===== config.mk =====
export PLATFORM = sky130hd
export DESIGN_NAME = uart_rate_gen
export DESIGN_NICKNAME = d
export VERILOG_FILES = /design/src/rtl/uart_rate_pkg.sv /design/src/rtl/urg_regs.sv /design/src/rtl/urg_ratio.sv /design/src/rtl/urg_timer.sv /design/src/rtl/uart_rate_gen.sv
export SDC_FILE = /design/constraint.sdc
export NUM_CORES = 1
export LEC_CHECK = 0
export BUFFER_PORTS_ARGS = -buffer_cell sky130_fd_sc_hd__buf_2
export CORE_ASPECT_RATIO = 1.4
export CORE_MARGIN = 2
export CORE_UTILIZATION = 67
export DETAILED_ROUTE_END_ITERATION = 12
export GPL_TIMING_DRIVEN = 0
export PLACE_DENSITY = 0.86
export SLEW_MARGIN = 20
export SYNTH_ARGS = -nofsm -noshare
export SYNTH_HDL_FRONTEND = slang
export SYNTH_SLANG_ARGS = --single-unit

===== constraint.sdc =====
create_clock -name clk -period 9.3 [get_ports clk]
set_input_delay 0.93 -clock clk [delete_from_list [all_inputs] [get_ports clk]]
set_output_delay 0.93 -clock clk [all_outputs]
set_load 0.005 [all_outputs]

===== src/rtl/uart_rate_pkg.sv =====
package uart_rate_pkg;

  // word numbers of the register port (byte address = word << 2)
  localparam int OFS_DIV_LO  = 0;
  localparam int OFS_DIV_HI  = 1;
  localparam int OFS_LINE    = 3;
  localparam int OFS_SPEED   = 9;
  localparam int OFS_COUNT   = 10;
  localparam int OFS_POINT   = 11;
  localparam int OFS_FIX     = 13;

  // line-control bit that opens the divisor latch
  localparam int LATCH_OPEN_BIT = 7;

  typedef enum logic [1:0] {
    SPD_STD     = 2'd0,
    SPD_STD_ALT = 2'd1,
    SPD_QUAD    = 2'd2,
    SPD_PROG    = 2'd3
  } speed_mode_e;

endpackage


===== src/rtl/urg_regs.sv =====
module urg_regs
  import uart_rate_pkg::*;
#(
  parameter int ADDR_W = 6,
  parameter int DATA_W = 8
) (
  input  logic                  clk,
  input  logic                  rst,
  input  logic                  wr_en,
  input  logic                  rd_en,
  input  logic [ADDR_W-1:0]     addr,
  input  logic [DATA_W-1:0]     wdata,
  output logic [DATA_W-1:0]     rdata,
  output logic [2*DATA_W-1:0]   divisor,
  output logic [1:0]            speed,
  output logic [DATA_W-1:0]     count,
  output logic [DATA_W-1:0]     point
);

  localparam int WORD_W = ADDR_W - 2;

  logic [WORD_W-1:0] word;
  logic              aligned;
  logic [DATA_W-1:0] line_ctl;
  logic              fix_bit;
  logic              latch_open;

  assign word       = addr[ADDR_W-1:2];
  assign aligned    = (addr[1:0] == 2'b00);
  assign latch_open = line_ctl[LATCH_OPEN_BIT];

  always_ff @(posedge clk) begin
    if (rst) begin
      divisor  <= '0;
      line_ctl <= '0;
      speed    <= '0;
      count    <= '0;
      point    <= '1;
      fix_bit  <= 1'b0;
    end else if (wr_en && aligned) begin
      case (word)
        WORD_W'(OFS_DIV_LO): if (latch_open) divisor[DATA_W-1:0]        <= wdata;
        WORD_W'(OFS_DIV_HI): if (latch_open) divisor[2*DATA_W-1:DATA_W] <= wdata;
        WORD_W'(OFS_LINE):   line_ctl <= wdata;
        WORD_W'(OFS_SPEED):  speed    <= wdata[1:0];
        WORD_W'(OFS_COUNT):  count    <= wdata;
        WORD_W'(OFS_POINT):  point    <= wdata;
        WORD_W'(OFS_FIX):    fix_bit  <= wdata[0];
        default: ;
      endcase
    end
  end

  always_ff @(posedge clk) begin
    if (rst) begin
      rdata <= '0;
    end else if (rd_en) begin
      rdata <= '0;
      if (aligned) begin
        case (word)
          WORD_W'(OFS_DIV_LO): if (latch_open) rdata <= divisor[DATA_W-1:0];
          WORD_W'(OFS_DIV_HI): if (latch_open) rdata <= divisor[2*DATA_W-1:DATA_W];
          WORD_W'(OFS_LINE):   rdata <= line_ctl;
          WORD_W'(OFS_SPEED):  rdata <= {{(DATA_W-2){1'b0}}, speed};
          WORD_W'(OFS_COUNT):  rdata <= count;
          WORD_W'(OFS_POINT):  rdata <= point;
          WORD_W'(OFS_FIX):    rdata <= {{(DATA_W-1){1'b0}}, fix_bit};
          default: ;
        endcase
      end
    end
  end

endmodule


===== src/rtl/urg_ratio.sv =====
module urg_ratio
  import uart_rate_pkg::*;
#(
  parameter int SC_W = 8
) (
  input  logic [1:0]      speed,
  input  logic [SC_W-1:0] count,
  input  logic [SC_W-1:0] point,
  output logic [SC_W:0]   ratio,
  output logic [SC_W-1:0] pos
);

  localparam int RW = SC_W + 1;

  logic [RW-1:0] mid;
  logic          prog_ok;

  always_comb begin
    case (speed_mode_e'(speed))
      SPD_QUAD: ratio = RW'(4);
      SPD_PROG: ratio = {1'b0, count} + RW'(1);
      default:  ratio = RW'(16);
    endcase

    if (ratio < RW'(2)) mid = '0;
    else                mid = (ratio - RW'(2)) >> 1;

    prog_ok = (speed_mode_e'(speed) == SPD_PROG) && (point != '1) &&
              ({1'b0, point} < ratio);
    pos = prog_ok ? point : mid[SC_W-1:0];
  end

endmodule


===== src/rtl/urg_timer.sv =====
module urg_timer #(
  parameter int DIV_W = 16,
  parameter int SC_W  = 8
) (
  input  logic             clk,
  input  logic             rst,
  input  logic             rx_in,
  input  logic [DIV_W-1:0] new_div,
  input  logic [SC_W:0]    new_ratio,
  input  logic [SC_W-1:0]  new_pos,
  output logic [DIV_W-1:0] act_div,
  output logic             os_tick,
  output logic             bit_tick,
  output logic             sample_strobe,
  output logic             sample_bit
);

  localparam int RW = SC_W + 1;

  logic [RW-1:0]    act_ratio;
  logic [SC_W-1:0]  act_pos;
  logic [DIV_W-1:0] pre_cnt;
  logic [RW-1:0]    tick_idx;
  logic [1:0]       rx_sync;
  logic             rx_prev;
  logic             hunting;

  logic fall, stopped, os_c, last_c, strobe_c, load;

  always_comb begin
    stopped  = (act_div == '0);
    fall     = hunting && rx_prev && !rx_sync[1];
    os_c     = !stopped && (pre_cnt == act_div - DIV_W'(1)) && !fall;
    last_c   = os_c && (tick_idx == act_ratio - RW'(1));
    strobe_c = os_c && (tick_idx == {1'b0, act_pos});
    load     = last_c || fall || stopped;
  end

  always_ff @(posedge clk) begin
    if (rst) begin
      rx_sync <= 2'b11;
      rx_prev <= 1'b1;
      hunting <= 1'b1;
    end else begin
      rx_sync <= {rx_sync[0], rx_in};
      rx_prev <= rx_sync[1];
      if (fall)                         hunting <= 1'b0;
      else if (strobe_c && rx_sync[1])  hunting <= 1'b1;
    end
  end

  always_ff @(posedge clk) begin
    if (rst) begin
      act_div   <= '0;
      act_ratio <= RW'(16);
      act_pos   <= SC_W'(7);
    end else if (load) begin
      act_div   <= new_div;
      act_ratio <= new_ratio;
      act_pos   <= new_pos;
    end
  end

  always_ff @(posedge clk) begin
    if (rst) begin
      pre_cnt  <= '0;
      tick_idx <= '0;
    end else if (fall || stopped) begin
      pre_cnt  <= '0;
      tick_idx <= '0;
    end else if (os_c) begin
      pre_cnt  <= '0;
      tick_idx <= last_c ? '0 : tick_idx + RW'(1);
    end else begin
      pre_cnt  <= pre_cnt + DIV_W'(1);
    end
  end

  always_ff @(posedge clk) begin
    if (rst) begin
      os_tick       <= 1'b0;
      bit_tick      <= 1'b0;
      sample_strobe <= 1'b0;
      sample_bit    <= 1'b1;
    end else begin
      os_tick       <= os_c;
      bit_tick      <= last_c;
      sample_strobe <= strobe_c;
      if (strobe_c) sample_bit <= rx_sync[1];
    end
  end

endmodule


===== src/rtl/uart_rate_gen.sv =====
module uart_rate_gen #(
  parameter int ADDR_W = 6,
  parameter int DATA_W = 8
) (
  input  logic              clk,
  input  logic              rst,
  input  logic              wr_en,
  input  logic              rd_en,
  input  logic [ADDR_W-1:0] addr,
  input  logic [DATA_W-1:0] wdata,
  output logic [DATA_W-1:0] rdata,
  input  logic              rx_in,
  output logic              os_tick,
  output logic              bit_tick,
  output logic              sample_strobe,
  output logic              sample_bit
);

  localparam int DIV_W = 2 * DATA_W;
  localparam int SC_W  = DATA_W;

  logic [DIV_W-1:0] prog_div;
  logic [1:0]       prog_speed;
  logic [SC_W-1:0]  prog_count;
  logic [SC_W-1:0]  prog_point;
  logic [SC_W:0]    next_ratio;
  logic [SC_W-1:0]  next_pos;
  logic [DIV_W-1:0] act_div_w;

  urg_regs #(.ADDR_W(ADDR_W), .DATA_W(DATA_W)) u_regs (
    .clk(clk), .rst(rst), .wr_en(wr_en), .rd_en(rd_en), .addr(addr),
    .wdata(wdata), .rdata(rdata), .divisor(prog_div), .speed(prog_speed),
    .count(prog_count), .point(prog_point)
  );

  urg_ratio #(.SC_W(SC_W)) u_ratio (
    .speed(prog_speed), .count(prog_count), .point(prog_point),
    .ratio(next_ratio), .pos(next_pos)
  );

  urg_timer #(.DIV_W(DIV_W), .SC_W(SC_W)) u_timer (
    .clk(clk), .rst(rst), .rx_in(rx_in), .new_div(prog_div),
    .new_ratio(next_ratio), .new_pos(next_pos), .act_div(act_div_w),
    .os_tick(os_tick), .bit_tick(bit_tick), .sample_strobe(sample_strobe),
    .sample_bit(sample_bit)
  );

endmodule


# Word level (Yosys, flattened, before mapping)
# Index checks and enable logic that the tools add are counted.
dict set report op_classes {
  n_addsub 6
  multipliers 0
  div 0
  n_lt_le_gt_ge 2
  eq_ne 12
  shift 0
  muxes 10
  bitwise_logic 0
  reduce_logical 29
}
# op n
set op_table {}
lappend op_table {{$pmux 8 s7} 1}
lappend op_table {{$mux 8} 5}
lappend op_table {{$pmux 9 s2} 1}
lappend op_table {{$add 16x1->16 const B} 1}
lappend op_table {{$eq 16x16->1} 1}
lappend op_table {{$eq 4x4->1 const B} 4}
lappend op_table {{$logic_not 16->1} 1}
lappend op_table {{$sub 16x1->16 const B} 1}
lappend op_table {{$logic_and 1x1->1} 10}
lappend op_table {{$reduce_and 2->1} 5}
lappend op_table {{$add 8x1->9 const B} 1}
lappend op_table {{$add 9x1->9 const B} 1}
lappend op_table {{$eq 9x8->1} 1}
lappend op_table {{$eq 9x9->1} 1}
lappend op_table {{$lt 8x9->1} 1}
lappend op_table {{$lt 9x2->1 const B} 1}
lappend op_table {{$mux 9} 1}
lappend op_table {{$sub 9x1->9 const B} 1}
lappend op_table {{$sub 9x2->9 const B} 1}
lappend op_table {{$ne 8x8->1 const B} 1}
lappend op_table {{$reduce_and 3->1} 2}
lappend op_table {{$eq 2x2->1 const B} 2}
lappend op_table {{$eq 4x1->1 const B} 1}
lappend op_table {{$eq 4x2->1 const B} 1}
lappend op_table {{8 further kinds} 13}
dict set report word_totals {
  ff_bits 117
  latchBits 0
  mem_bits_rw 0
  rom_bits 0
  in_bits 19
  out_inout_bits 12
  wordCells 79
  memories 0
}

# Logic depth before layout (Yosys ltp)
# Gate-level depths: netlist (run 1).
dict set report logic_depth {
  ltp_word 8
  ltp_mapped 13
  mapped_depth_nobuf 12
}

# Modules after synthesis
# Synthesis (run 1) repeated with hierarchy kept, for this count alone.
dict set report hier_totals {
  cells_unflattened 760
  area_unflattened_um2 6625.1
}
# module n_inst cells_each area_per_inst_um2 seq_area_each_um2
set modules_own_cells {}
lappend modules_own_cells {urg_timer 1 395 3437.0 1321.3}
lappend modules_own_cells {urg_regs 1 258 2406.1 1021.0}
lappend modules_own_cells {urg_ratio 1 107 782.0 0.0}

# Worst setup path before layout (run 1)
# Ideal clock, no wire load.
dict set report synth_path {
  kind {reg-to-reg}
  from {register u_timer.act_div[0]}
  to {register u_timer.act_ratio[0]}
  setup_time_ns 0.123
  arrival_ns 3.033
  required_time_ns 9.177
  slack_ns 6.144
  path_stages_with_launch 13
  n_path_buf 3
  synth_period_minus_slack_ns 3.156
  cell_sequence {dfxtp_1 clkbuf_1 inv_1 ha_1 buf_1 o21ba_2 a221oi_1 a41oi_1 or4_4 nor4_4 a21oi_2 buf_6 mux2_1}
}
dict set report synth_via {
  elab_chain_cells 7
  elab_cells_between_ends 9
  cone_classes {add/sub (1); eq/ne (1); reduce/logical (7)}
}
# element line_no
set synth_lines {}
lappend synth_lines {{from (decl)} urg_timer.sv:11} ;# output logic [DIV_W-1:0] act_div,
lappend synth_lines {{from (signal assigned)} urg_timer.sv:58} ;# act_div <= new_div;
lappend synth_lines {{$sub 16x1->16 or $logic_not 16->1 (tied branches)} {urg_timer.sv:33, urg_timer.sv:31}}
lappend synth_lines {{$eq 16x16->1 or $logic_not 1->1 (tied branches)} urg_timer.sv:33} ;# os_c = !stopped && (pre_cnt == act_div - DIV_W'(1)) && !fall;
lappend synth_lines {{$logic_and 1x1->1 (2 in series)} urg_timer.sv:33}
lappend synth_lines {{$logic_and 1x1->1} urg_timer.sv:34} ;# last_c = os_c && (tick_idx == act_ratio - RW'(1));
lappend synth_lines {{$logic_or 1x1->1} urg_timer.sv:36} ;# load = last_c || fall || stopped;
lappend synth_lines {{$logic_or 1x1->1 *} urg_timer.sv:36}
lappend synth_lines {{to (signal assigned)} urg_timer.sv:59} ;# act_ratio <= new_ratio;
lappend synth_lines {{to (decl)} urg_timer.sv:20} ;# logic [RW-1:0] act_ratio;
# Mark *: on every way between the ends. The rest lies on a longest branch, timed or not.
# A chain may end at the register's enable or synchronous reset.

# Worst setup path after layout (run 1)
dict set report layout_path {
  from {register u_timer.act_div[0]}
  to {register u_timer.pre_cnt[10]}
}
dict set report layout_via {
  elab_chain_cells 5
  elab_cells_between_ends 8
  cone_classes {add/sub (1); eq/ne (1); reduce/logical (6)}
}
# element line_no
set layout_lines {}
lappend layout_lines {{$sub 16x1->16 or $logic_not 16->1 (tied branches)} {urg_timer.sv:33, urg_timer.sv:31}}
lappend layout_lines {{$eq 16x16->1 or $logic_not 1->1 (tied branches)} urg_timer.sv:33}
lappend layout_lines {{$logic_and 1x1->1 (2 in series)} urg_timer.sv:33}
lappend layout_lines {{$reduce_or 3->1 (no line) *} --}
lappend layout_lines {{to (signal assigned)} urg_timer.sv:75} ;# pre_cnt <= pre_cnt + DIV_W'(1);
lappend layout_lines {{to (decl)} urg_timer.sv:22} ;# logic [DIV_W-1:0] pre_cnt;
# Marked as above.

==> results of run 1 <==
## cell usage in the layout, fill, tap and decap left out, types with 3 or more instances in the layout
master / n
clkbuf_16: 17
nand4b_1: 4
dfxtp_1: 117
and2_1: 6
xnor2_1: 34
buf_2: 34
bufinv_16: 4
nand2_1: 72
buf_1: 4
nor2_1: 97
clkbuf_1: 37
a211oi_1: 19
a21oi_1: 27
or3_1: 12
and3_1: 11
mux2i_1: 73
nand4_1: 12
or2_2: 5
nor4bb_1: 3
clkinv_4: 3
nor2b_1: 14
nor3b_1: 3
a221oi_1: 3
nand2b_1: 7
nor3_1: 10
clkbuf_8: 3
nor4b_1: 5
nand3b_1: 3
nand3_1: 47
a31oi_1: 6
mux2_2: 4
xor2_1: 22
clkinvlp_4: 3
inv_1: 14
o22ai_1: 8
nor4_1: 7
a22oi_1: 4
ha_1: 13
o21ai_0: 23
## kinds of logic after synthesis
group / after synthesis / share of synthesized area
adder cells (fa/ha/maj): 13 / 0.0251
flip-flops: 117 / 0.362
buffers and inverters: 63 / 0.0398
XOR/XNOR: 56 / 0.0757
AO/OA/AOI/OAI: 115 / 0.117
multiplexers: 79 / 0.123
AND/OR/NAND/NOR: 331 / 0.258
## final cells by class
type | count | area (um^2) | area share
plain buffers | 47 | 198 | 0.0267
clock buffers | 21 | 470 | 0.0635
clock inverters | 11 | 174 | 0.0235
inverters | 16 | 60.1 | 0.00811
multi-input cells | 594 | 3880 | 0.524
flip-flops and latches | 117 | 2340 | 0.316
well taps | 110 | 138 | 0.0186
repair buffers | 29 | 145 | 0.0196
## flip-flops by register name, indices dropped and copies added, names as in the netlist
signal and flops:
u_timer.act_ratio 9, u_regs.count 8, u_timer.sample_strobe 1, u_timer.bit_tick 1, u_timer.tick_idx 9, u_timer.pre_cnt 16, u_timer.act_pos 8, u_timer.os_tick 1
u_regs.line_ctl 8, u_regs.rdata 8, u_timer.act_div 16, u_regs.divisor 16, u_timer.rx_sync 2, u_timer.sample_bit 1, u_regs.point 8, u_regs.speed 2
u_timer.rx_prev 1, u_timer.hunting 1, u_regs.fix_bit 1
## power by group through the flow
stage               clock [mW]  combinational (mW)  sequential (mW)
floorplan                    0              0.0215            0.515
CTS                      0.709              0.0398            0.504
finish                   0.707              0.0407            0.505
global route             0.731              0.0434            0.504
global placement             0              0.0387            0.515
detailed placement           0              0.0394            0.515
## synth_stat cells, drive strengths merged, types with 4 or more instances
cell / n
nand4b: 4
and2: 7
nand4: 12
ha: 13
nand3: 47
a211oi: 19
a21oi: 28
inv: 14
dfxtp: 117
nor2: 97
a22oi: 4
clkbuf: 36
buf: 11
and3: 11
or2: 5
a31oi: 6
nand2b: 7
xor2: 22
o21ai: 23
nor4b: 5
mux2i: 73
nor2b: 14
xnor2: 34
mux2: 6
o22ai: 8
nand2: 72
nor4: 10
or3: 12
nor3: 11
or4: 4
## metrics by stage
step / power (mW) / util / hold slack, ps
final: 1.25 / 0.788 / 412
after global placement: 0.554 / 0.719 / 395
after global routing: 1.28 / 0.788 / 428
after CTS: 1.25 / 0.788 / 411
after detailed placement: 0.555 / 0.719 / 394
after floorplan: 0.536 / - / 389
## worst max-delay path by stage
stage                                               start                           endpoint  slack (ps)  cells past startpoint
after floorplan           u_timer.act_div[0]$_SDFFE_PP0P_  u_timer.act_ratio[0]$_SDFFE_PP0P_        6140                     12
after global placement    u_timer.act_div[0]$_SDFFE_PP0P_     u_timer.pre_cnt[13]$_SDFF_PP0_        5440                     13
after detailed placement  u_timer.act_div[0]$_SDFFE_PP0P_     u_timer.pre_cnt[10]$_SDFF_PP0_        5400                     13
after CTS                 u_timer.act_div[0]$_SDFFE_PP0P_     u_timer.pre_cnt[10]$_SDFF_PP0_        5310                     13
after global routing      u_timer.act_div[0]$_SDFFE_PP0P_     u_timer.pre_cnt[12]$_SDFF_PP0_        4760                     13
final                     u_timer.act_div[0]$_SDFFE_PP0P_     u_timer.pre_cnt[10]$_SDFF_PP0_        5210                     13
## per-layer routing
layer / vias to the layer above / part of all wire
met1: 2789 / 0.38
met2: 266 / 0.51
met3: 84 / 0.054
met5: - / 0
li1: 2865 / -
met4: 0 / 0.053
==> flow_summary.ini, run 1 <==
[yosys]
yosysTopAreaCell = dfxtp_1
yosysUniqueCellTypes = 63
ys_ff_latch = 117
synth_edf_count = 0
ys_async_sr_fraction = 0
ys.warnings.count = 0
synth_area_leaders = dfxtp_1 (36%), mux2i_1 (11%), nor2_1 (5.6%)
seq_area_frac_synth = 0.362
syn_area_um2 = 6480
synth_nets = 806
postSynthAreaPerCell_um2 = 8.37
postSynthCellCount = 774
ys.flop_type = dfxtp_1
synth.top_cell.area_share = 0.362

[worst_setup_path]
crit_chain = clkbuf_1 -> inv_1 -> ha_1 -> buf_1 -> nor4b_1 -> nand4_1 -> o22ai_1 -> and4b_1 -> nand4b_1 -> clkbuf_1 -> nand2_1 -> buf_2 -> nor2_1
worst-path-buf-inv = 5
worstReg2RegEnd = u_timer.pre_cnt[10]$_SDFF_PP0_
cp.arrival_ps = 4450
r2r_start = u_timer.act_div[0]$_SDFFE_PP0P_
ff2ff_setup_slack_ps = 5210
end_kind = flop
path_class = reg -> reg
cpLargestDelayFamily = simple AND/OR/NAND/NOR gates
rr_worst_depth = 13
cp_common_cell = clkbuf_1
cp.required_ps = 9650
critPathMaxFanout = 10
start_kind = flop
crit_path_top_delay_cell = o22ai_1
max_stage_delay_ps = 630

[worst_hold_path]
hp-start = u_timer.rx_sync[0]$_SDFF_PP1_
min_path_cells = 1
hp-class = reg -> reg
min_to = u_timer.rx_sync[1]$_SDFF_PP1_

[job]
max_cap_violations = 0

[floorplanning]
io_pins = 31
core_um2 = 9410
initial_core_util = 0.688
chipHeight_um = 120
dieArea_um2 = 10500
die_w_um = 87.1
num_rows = 42

[grt]
antenna_found_initial = 0
use_met3 = 0.0724
grtUsageTotal = 0.354
grt_pass1_vias = 6025
use_met2 = 0.622
grt.busiest_layer = met2
grt_max_degree = 17
grt_use_met1 = 0.383
grt_pass1_wl_mm = 28.9
overflow = 0

[final_layout]
stdcell_count = 945
design_area_um2 = 7410
drive_gt1_frac = 0.102
area_growth_pct = 14.4
nNetsFinal = 854
fill_cells = 668
diodes = 0

[power]
combPwrFrac = 0.033
power.switching_uw = 268
irDropWorstVdd_uv = 140
p_int_uw = 984
switching_share = 0.214
clkPwrFrac = 0.564
seq_power_share = 0.403
power_density_nw_per_um2 = 169
p_leak_nw = 2.84

[drt]
wire_per_inst_um = 18.8
route.detailed.drc = 0
drt-initial-drc-count = 394
drt-vias-per-instance = 6.35
drtAntennaViolNets = 0
drt_first_pass_iters = 5
vias = 6004
drt-total-wl_mm = 17.7

[sta]
min_period_ps = 4090
finalSetupViolCount = 0
finClkSkew_ps = 6.64
tightest_slew_ps = 1010
relSlewSlack = 0.317
fin_ws_ps = 5210
fmax_mhz = 244
final_max_slew_viol_count = 0
fin_crit_sh = 0.440
rsz0062_at_grt = false
hold_violations = 0
tns_ps = 0

[placement]
dp_hpwl_mm = 12.8
place.gp.congestion = 0.996
dp_slack_ps = 5400
portBuffers = 29
place_inst = 913
post_dp_cell_area_um2 = 6760

[clock_network]
ctsResizeCount = 0
clock-root-buffer = clkbuf_16
cts_tree = built
ctsHtreeMaxLevel = 4
numCtsBuffers = 17
ctsLongestPathBuffers = 2
clkTransAtPathRegs_ps = 50
post_cts_buffers = 0
cts_sinks = 117
clkLatencyLatePin_ps = 420
ctsHoldBuffers = 0

[outcome]
outcome = completed
(Power assumes the default switching activity.)
==> inputs of run 2 (changes only) <==
Settings changed: ABC_AREA from default to 1, CORE_UTILIZATION 67 to 56, PLACE_DENSITY 0.86 to 0.77.
Clock period 9.3 ns to 3.7 ns, I/O delays scaled along.
==> flow_summary.ini, run 2 <==
[outcome]
outcome = completed

[drt]
drt-initial-drc-count = 332
wire_per_inst_um = 13.9
drtAntennaViolNets = 0
drt_first_pass_iters = 5
route.detailed.drc = 0
drt-total-wl_mm = 16.3
drt-vias-per-instance = 5.35
vias = 6301

[worst_hold_path]
min_to = u_timer.rx_sync[0]$_SDFF_PP1_
min_path_cells = 2
hp-class = in -> reg
hp-start = rx_in

[job]
max_cap_violations = 0

[worst_setup_path]
worstReg2RegEnd = u_timer.act_pos[5]$_SDFFE_PP0P_
crit_chain = ha_1 -> nand2_1 -> nor2_1 -> nor2_1 -> a21oi_2 -> ha_1 -> a21oi_1 -> o21a_1 -> nor2_1 -> nor2_1 -> nand3_1 -> nand2_1 -> inv_1 -> nand2_1 -> nand2_1 -> nor2_1 -> nor2_1
ff2ff_setup_slack_ps = 760
r2r_start = u_regs.count[1]$_SDFFE_PP0P_
path_class = reg -> reg
rr_worst_depth = 17
max_stage_delay_ps = 390
cpLargestDelayFamily = simple AND/OR/NAND/NOR gates
worst-path-buf-inv = 1
cp_common_cell = nor2_1
cp.required_ps = 4010
start_kind = flop
crit_path_top_delay_cell = dfxtp_1
end_kind = flop
cp.arrival_ps = 3250
critPathMaxFanout = 7

[final_layout]
area_growth_pct = 14.7
top_regs = u_regs.divisor: 16 flops, u_timer.act_div: 16 flops, u_timer.pre_cnt: 16 flops
diodes = 0
nNetsFinal = 1053
fill_cells = 1023
final_cell_mix = nand2_1 (239), nor2_1 (194), dfxtp_1 (117)
design_area_um2 = 7280
drive_gt1_frac = 0.0841
final_common_cell = nand2_1

[sta]
min_period_ps = 2940
fin_ws_ps = 757
final_max_slew_viol_count = 0
relSlewSlack = 0.608
hold_violations = 0
tns_ps = 0
fmax_mhz = 340
finalSetupViolCount = 0
rsz0062_at_grt = false
tightest_slew_ps = 584
fin_crit_sh = 0.795
finClkSkew_ps = 7.42

[placement]
place.gp.congestion = 0.993
dp_slack_ps = 864
portBuffers = 28
dp_hpwl_mm = 12.4
post_dp_cell_area_um2 = 6670

[clock_network]
clkTransAtPathRegs_ps = 60
cts_tree = built
ctsHoldBuffers = 0
ctsLongestPathBuffers = 2
numCtsBuffers = 17
ctsHtreeMaxLevel = 4
ctsResizeCount = 0
cts_sinks = 117
clkLatencyLatePin_ps = 410
post_cts_buffers = 0
clock-root-buffer = clkbuf_16

[floorplanning]
die_w_um = 94.0
io_pins = 31
core_um2 = 11200
initial_core_util = 0.566
chipHeight_um = 130
num_rows = 46
dieArea_um2 = 12200

[yosys]
postSynthCellCount = 974
yosysTopAreaCell = dfxtp_1
ys_ff_latch = 117
ys.flop_type = dfxtp_1
yosysMostFrequentCell = nand2_1
synth_edf_count = 0
synth_xor_area_frac = 0.0427
synth_fa_ha_area_frac = 0.0256
seq_area_frac_synth = 0.369
synth_area_leaders = dfxtp_1 (37%), nand2_1 (14%), nor2_1 (11%)
ys_async_sr_fraction = 0
postSynthAreaPerCell_um2 = 6.52
syn_area_um2 = 6350
synth.mux.area_fraction = 0
synth.top_cell.area_share = 0.369
yosysUniqueCellTypes = 36
synth-simple-area-share = 0.371
synth_commonest_cells = nand2_1 (239), nor2_1 (194), dfxtp_1 (117), inv_1 (98), nand3_1 (70)
synth_compound_area_frac = 0.115
synth_top_family_by_area = simple AND/OR/NAND/NOR gates
ys.warnings.count = 0
synth_nets = 1006

[grt]
antenna_found_initial = 0
grt_pass1_vias = 5772
overflow = 0
grt_max_degree = 17
grt_pass1_wl_mm = 26.8
grtUsageTotal = 0.281

[power]
power_density_nw_per_um2 = 679
report.power.total_mw = 4.95
irDropWorstVdd_uv = 533
p_leak_nw = 3.37
==> run 2: cell count changes after synthesis, sizes merged, moves of 9 or more <==
cell	previous run	this run
nor4	10	1
inv	14	101
xnor2	34	14
and3	11	0
nor2b	14	0
a211oi	19	2
o21ai	23	67
clkbuf	36	10
mux2i	73	0
nor2	97	202
nand2	72	244
nand3	47	70
or3	12	0
==> run 2: worst register-to-register path: cells and delay by family, from the launching register on <==
kind	cells	cell delay [ps]
buffers and inverters	1	60
adder cells (fa/ha/maj)	2	500
flip-flops	1	390
AO/OA/AOI/OAI	3	610
AND/OR/NAND/NOR	11	1280
==> run 2: cell type report <==
type / count / area [um^2] / share of cell area
clock inverter: 11 / 150 / 0.0206
clock buffer: 21 / 460 / 0.0632
sequential: 117 / 2340 / 0.322
buffer: 20 / 110 / 0.0151
tap: 144 / 180 / 0.0247
timing repair buffer: 28 / 140 / 0.0192
multi-input combinational: 736 / 3520 / 0.484
inverter: 101 / 379 / 0.0520
==> run 2: kinds of logic (layout without fill, tap and decap cells) <==
kind of cell | count (synthesis) | in the layout
AND/OR/NAND/NOR | 562 | 562
AO/OA/AOI/OAI | 130 | 130
buffers and inverters | 121 | 181
flip-flops | 117 | 117
XOR/XNOR | 31 | 31
adder cells (fa/ha/maj) | 13 | 13
==> run 2: worst max path at each step <==
stage,slack [ps],end,start,cells past startpoint
finish,760,u_timer.act_pos[5]$_SDFFE_PP0P_,u_regs.count[1]$_SDFFE_PP0P_,17
global route,510,u_timer.act_pos[5]$_SDFFE_PP0P_,u_regs.count[1]$_SDFFE_PP0P_,17
CTS,800,u_timer.act_pos[5]$_SDFFE_PP0P_,u_regs.count[1]$_SDFFE_PP0P_,17
detailed placement,860,u_timer.act_pos[5]$_SDFFE_PP0P_,u_regs.count[1]$_SDFFE_PP0P_,17
global placement,890,u_timer.act_pos[5]$_SDFFE_PP0P_,u_regs.count[1]$_SDFFE_PP0P_,17
floorplan,1310,u_timer.act_pos[5]$_SDFFE_PP0P_,u_regs.count[0]$_SDFFE_PP0P_,17
==> run 2: stage by stage <==
step                      hold slack (ps)  cells   util
after floorplan                       389    974      -
after global routing                  131   1178  0.649
after global placement                401   1146  0.595
final                                 138   1178  0.649
after detailed placement              417   1146  0.595
after CTS                             134   1178  0.649
==> run 2: power breakdown <==
part	switching, mW	internal, mW
sequential	0.128	1.38
clock	0.587	1.10
combinational	1.13	0.623
==> run 2: metal layers <==
metal / vias to the layer above / global-route usage / share of wire
li1: 3238 / - / -
met2: 216 / 0.493 / 0.49
met1: 2782 / 0.313 / 0.40
met3: 65 / 0.0618 / 0.054
met5: - / 0 / 0
met4: 0 / 0.158 / 0.052
==> inputs of run 3 (changes only) <==
Settings changed: CORE_UTILIZATION 56 to 62, PLACE_DENSITY 0.77 to 0.8.
Clock period 3.7 ns to 3 ns, I/O delays scaled along.
==> flow_summary.ini, run 3 (synthesis results as in run 2) <==
[outcome]
outcome = completed

[worst_setup_path]
path_class = reg -> reg
start_kind = flop
r2r_start = u_regs.count[1]$_SDFFE_PP0P_
rr_worst_depth = 17
critPathMaxFanout = 7
end_kind = flop
cp.required_ps = 3310
ff2ff_setup_slack_ps = 160
worstReg2RegEnd = u_timer.act_pos[5]$_SDFFE_PP0P_
cp.arrival_ps = 3150

[clock_network]
ctsHtreeMaxLevel = 4
clkLatencyLatePin_ps = 430
cts_tree = built
cts_sinks = 117
ctsResizeCount = 0
numCtsBuffers = 17
ctsLongestPathBuffers = 2
clock-root-buffer = clkbuf_16
ctsHoldBuffers = 0
clkTransAtPathRegs_ps = 60
post_cts_buffers = 0

[drt]
drt-total-wl_mm = 16.7
vias = 6340
route.detailed.drc = 0
wire_per_inst_um = 14.3
drt-initial-drc-count = 340
drt-vias-per-instance = 5.43
drtAntennaViolNets = 0
drt_first_pass_iters = 5

[grt]
overflow = 0
grt_pass1_vias = 5758
grt_max_degree = 17
antenna_found_initial = 0
grtUsageTotal = 0.319
grt_pass1_wl_mm = 26.9

[final_layout]
final_cell_mix = nand2_1 (239), nor2_1 (194), dfxtp_1 (117)
utilization = 0.730
area_growth_pct = 14.4
diodes = 0
top_regs = u_regs.divisor: 16 flops, u_timer.act_div: 16 flops, u_timer.pre_cnt: 16 flops
drive_gt1_frac = 0.0842
final_common_cell = nand2_1
nNetsFinal = 1053

[floorplanning]
num_rows = 43
core_um2 = 9950
initial_core_util = 0.638
dieArea_um2 = 11100
io_pins = 31
chipHeight_um = 124
die_w_um = 89.6

[placement]
dp_slack_ps = 164
portBuffers = 28
dp_hpwl_mm = 12.4
place.gp.congestion = 0.978

[worst_hold_path]
min_to = u_timer.rx_sync[0]$_SDFF_PP1_
min_path_cells = 2
hp-start = rx_in
hp-class = in -> reg

[job]
max_cap_violations = 0

[sta]
hold_violations = 0
fin_crit_sh = 0.945
fmax_mhz = 353
tightest_slew_ps = 611
min_period_ps = 2840
fin_ws_ps = 164
finClkSkew_ps = 11.9
finalSetupViolCount = 0
tns_ps = 0
rsz0062_at_grt = false
final_max_slew_viol_count = 0
relSlewSlack = 0.593

[power]
irDropWorstVdd_uv = 562
power_density_nw_per_um2 = 838
p_leak_nw = 3.37
run 3: stage by stage:
stage	instance area, um^2	power, mW	hold WS [ps]	instances
floorplan	6350	3.59	389	974
global placement	6660	3.97	401	1137
detailed placement	6660	4.01	399	1137
CTS	7260	6.09	59.4	1168
global route	7270	6.50	68.9	1168
finish	7270	6.09	62.9	1168
run 3: worst max-delay path: stages (launching register included):
cell and delay [ps]:
dfxtp_1 400, ha_1 200, nand2_1 90, nor2_1 200
nor2_1 100, a21oi_4 220, ha_1 290, a21oi_1 150
o21a_1 130, nor2_1 40, nor2_1 90, nand3_1 200
nand2_1 270, inv_1 70, nand2_1 80, nand2_1 60
nor2_1 90, nor2_1 50
run 3: report_power, final:
| part | internal (mW) | switching (mW) |
|---|---|---|
| Combinational | 0.768 | 1.39 |
| Sequential | 1.70 | 0.159 |
| Clock | 1.32 | 0.744 |
run 3: cell type report:
| cell class | count | area (um^2) |
|---|---|---|
| sequential | 117 | 2340 |
| clock inverter | 12 | 154 |
| inverter | 101 | 379 |
| buffer | 20 | 110 |
| multi-input combinational | 736 | 3530 |
| timing repair buffer | 28 | 140 |
| tap | 135 | 169 |
| clock buffer | 19 | 443 |
| fill | 889 | 2690 |
run 3: worst max path at each step:
stage,end,cells after the start,startpoint
6_report,u_timer.act_pos[5]$_SDFFE_PP0P_,17,u_regs.count[1]$_SDFFE_PP0P_
3_3_place_gp,u_timer.act_pos[5]$_SDFFE_PP0P_,17,u_regs.count[1]$_SDFFE_PP0P_
5_1_grt,u_timer.act_pos[3]$_SDFFE_PP0P_,15,u_regs.count[1]$_SDFFE_PP0P_
2_1_floorplan,u_timer.act_pos[5]$_SDFFE_PP0P_,17,u_regs.count[0]$_SDFFE_PP0P_
4_1_cts,u_timer.act_pos[5]$_SDFFE_PP0P_,17,u_regs.count[1]$_SDFFE_PP0P_
3_5_place_dp,u_timer.act_pos[5]$_SDFFE_PP0P_,17,u_regs.count[1]$_SDFFE_PP0P_
run 3: layer usage:
metal | track usage | up-vias | part of all wire
met1 | 0.362 | 2837 | 0.39
met2 | 0.555 | 202 | 0.50
li1 | - | 3248 | -
met3 | 0.0583 | 53 | 0.057
met4 | 0.168 | 0 | 0.046
met5 | 0 | - | 0
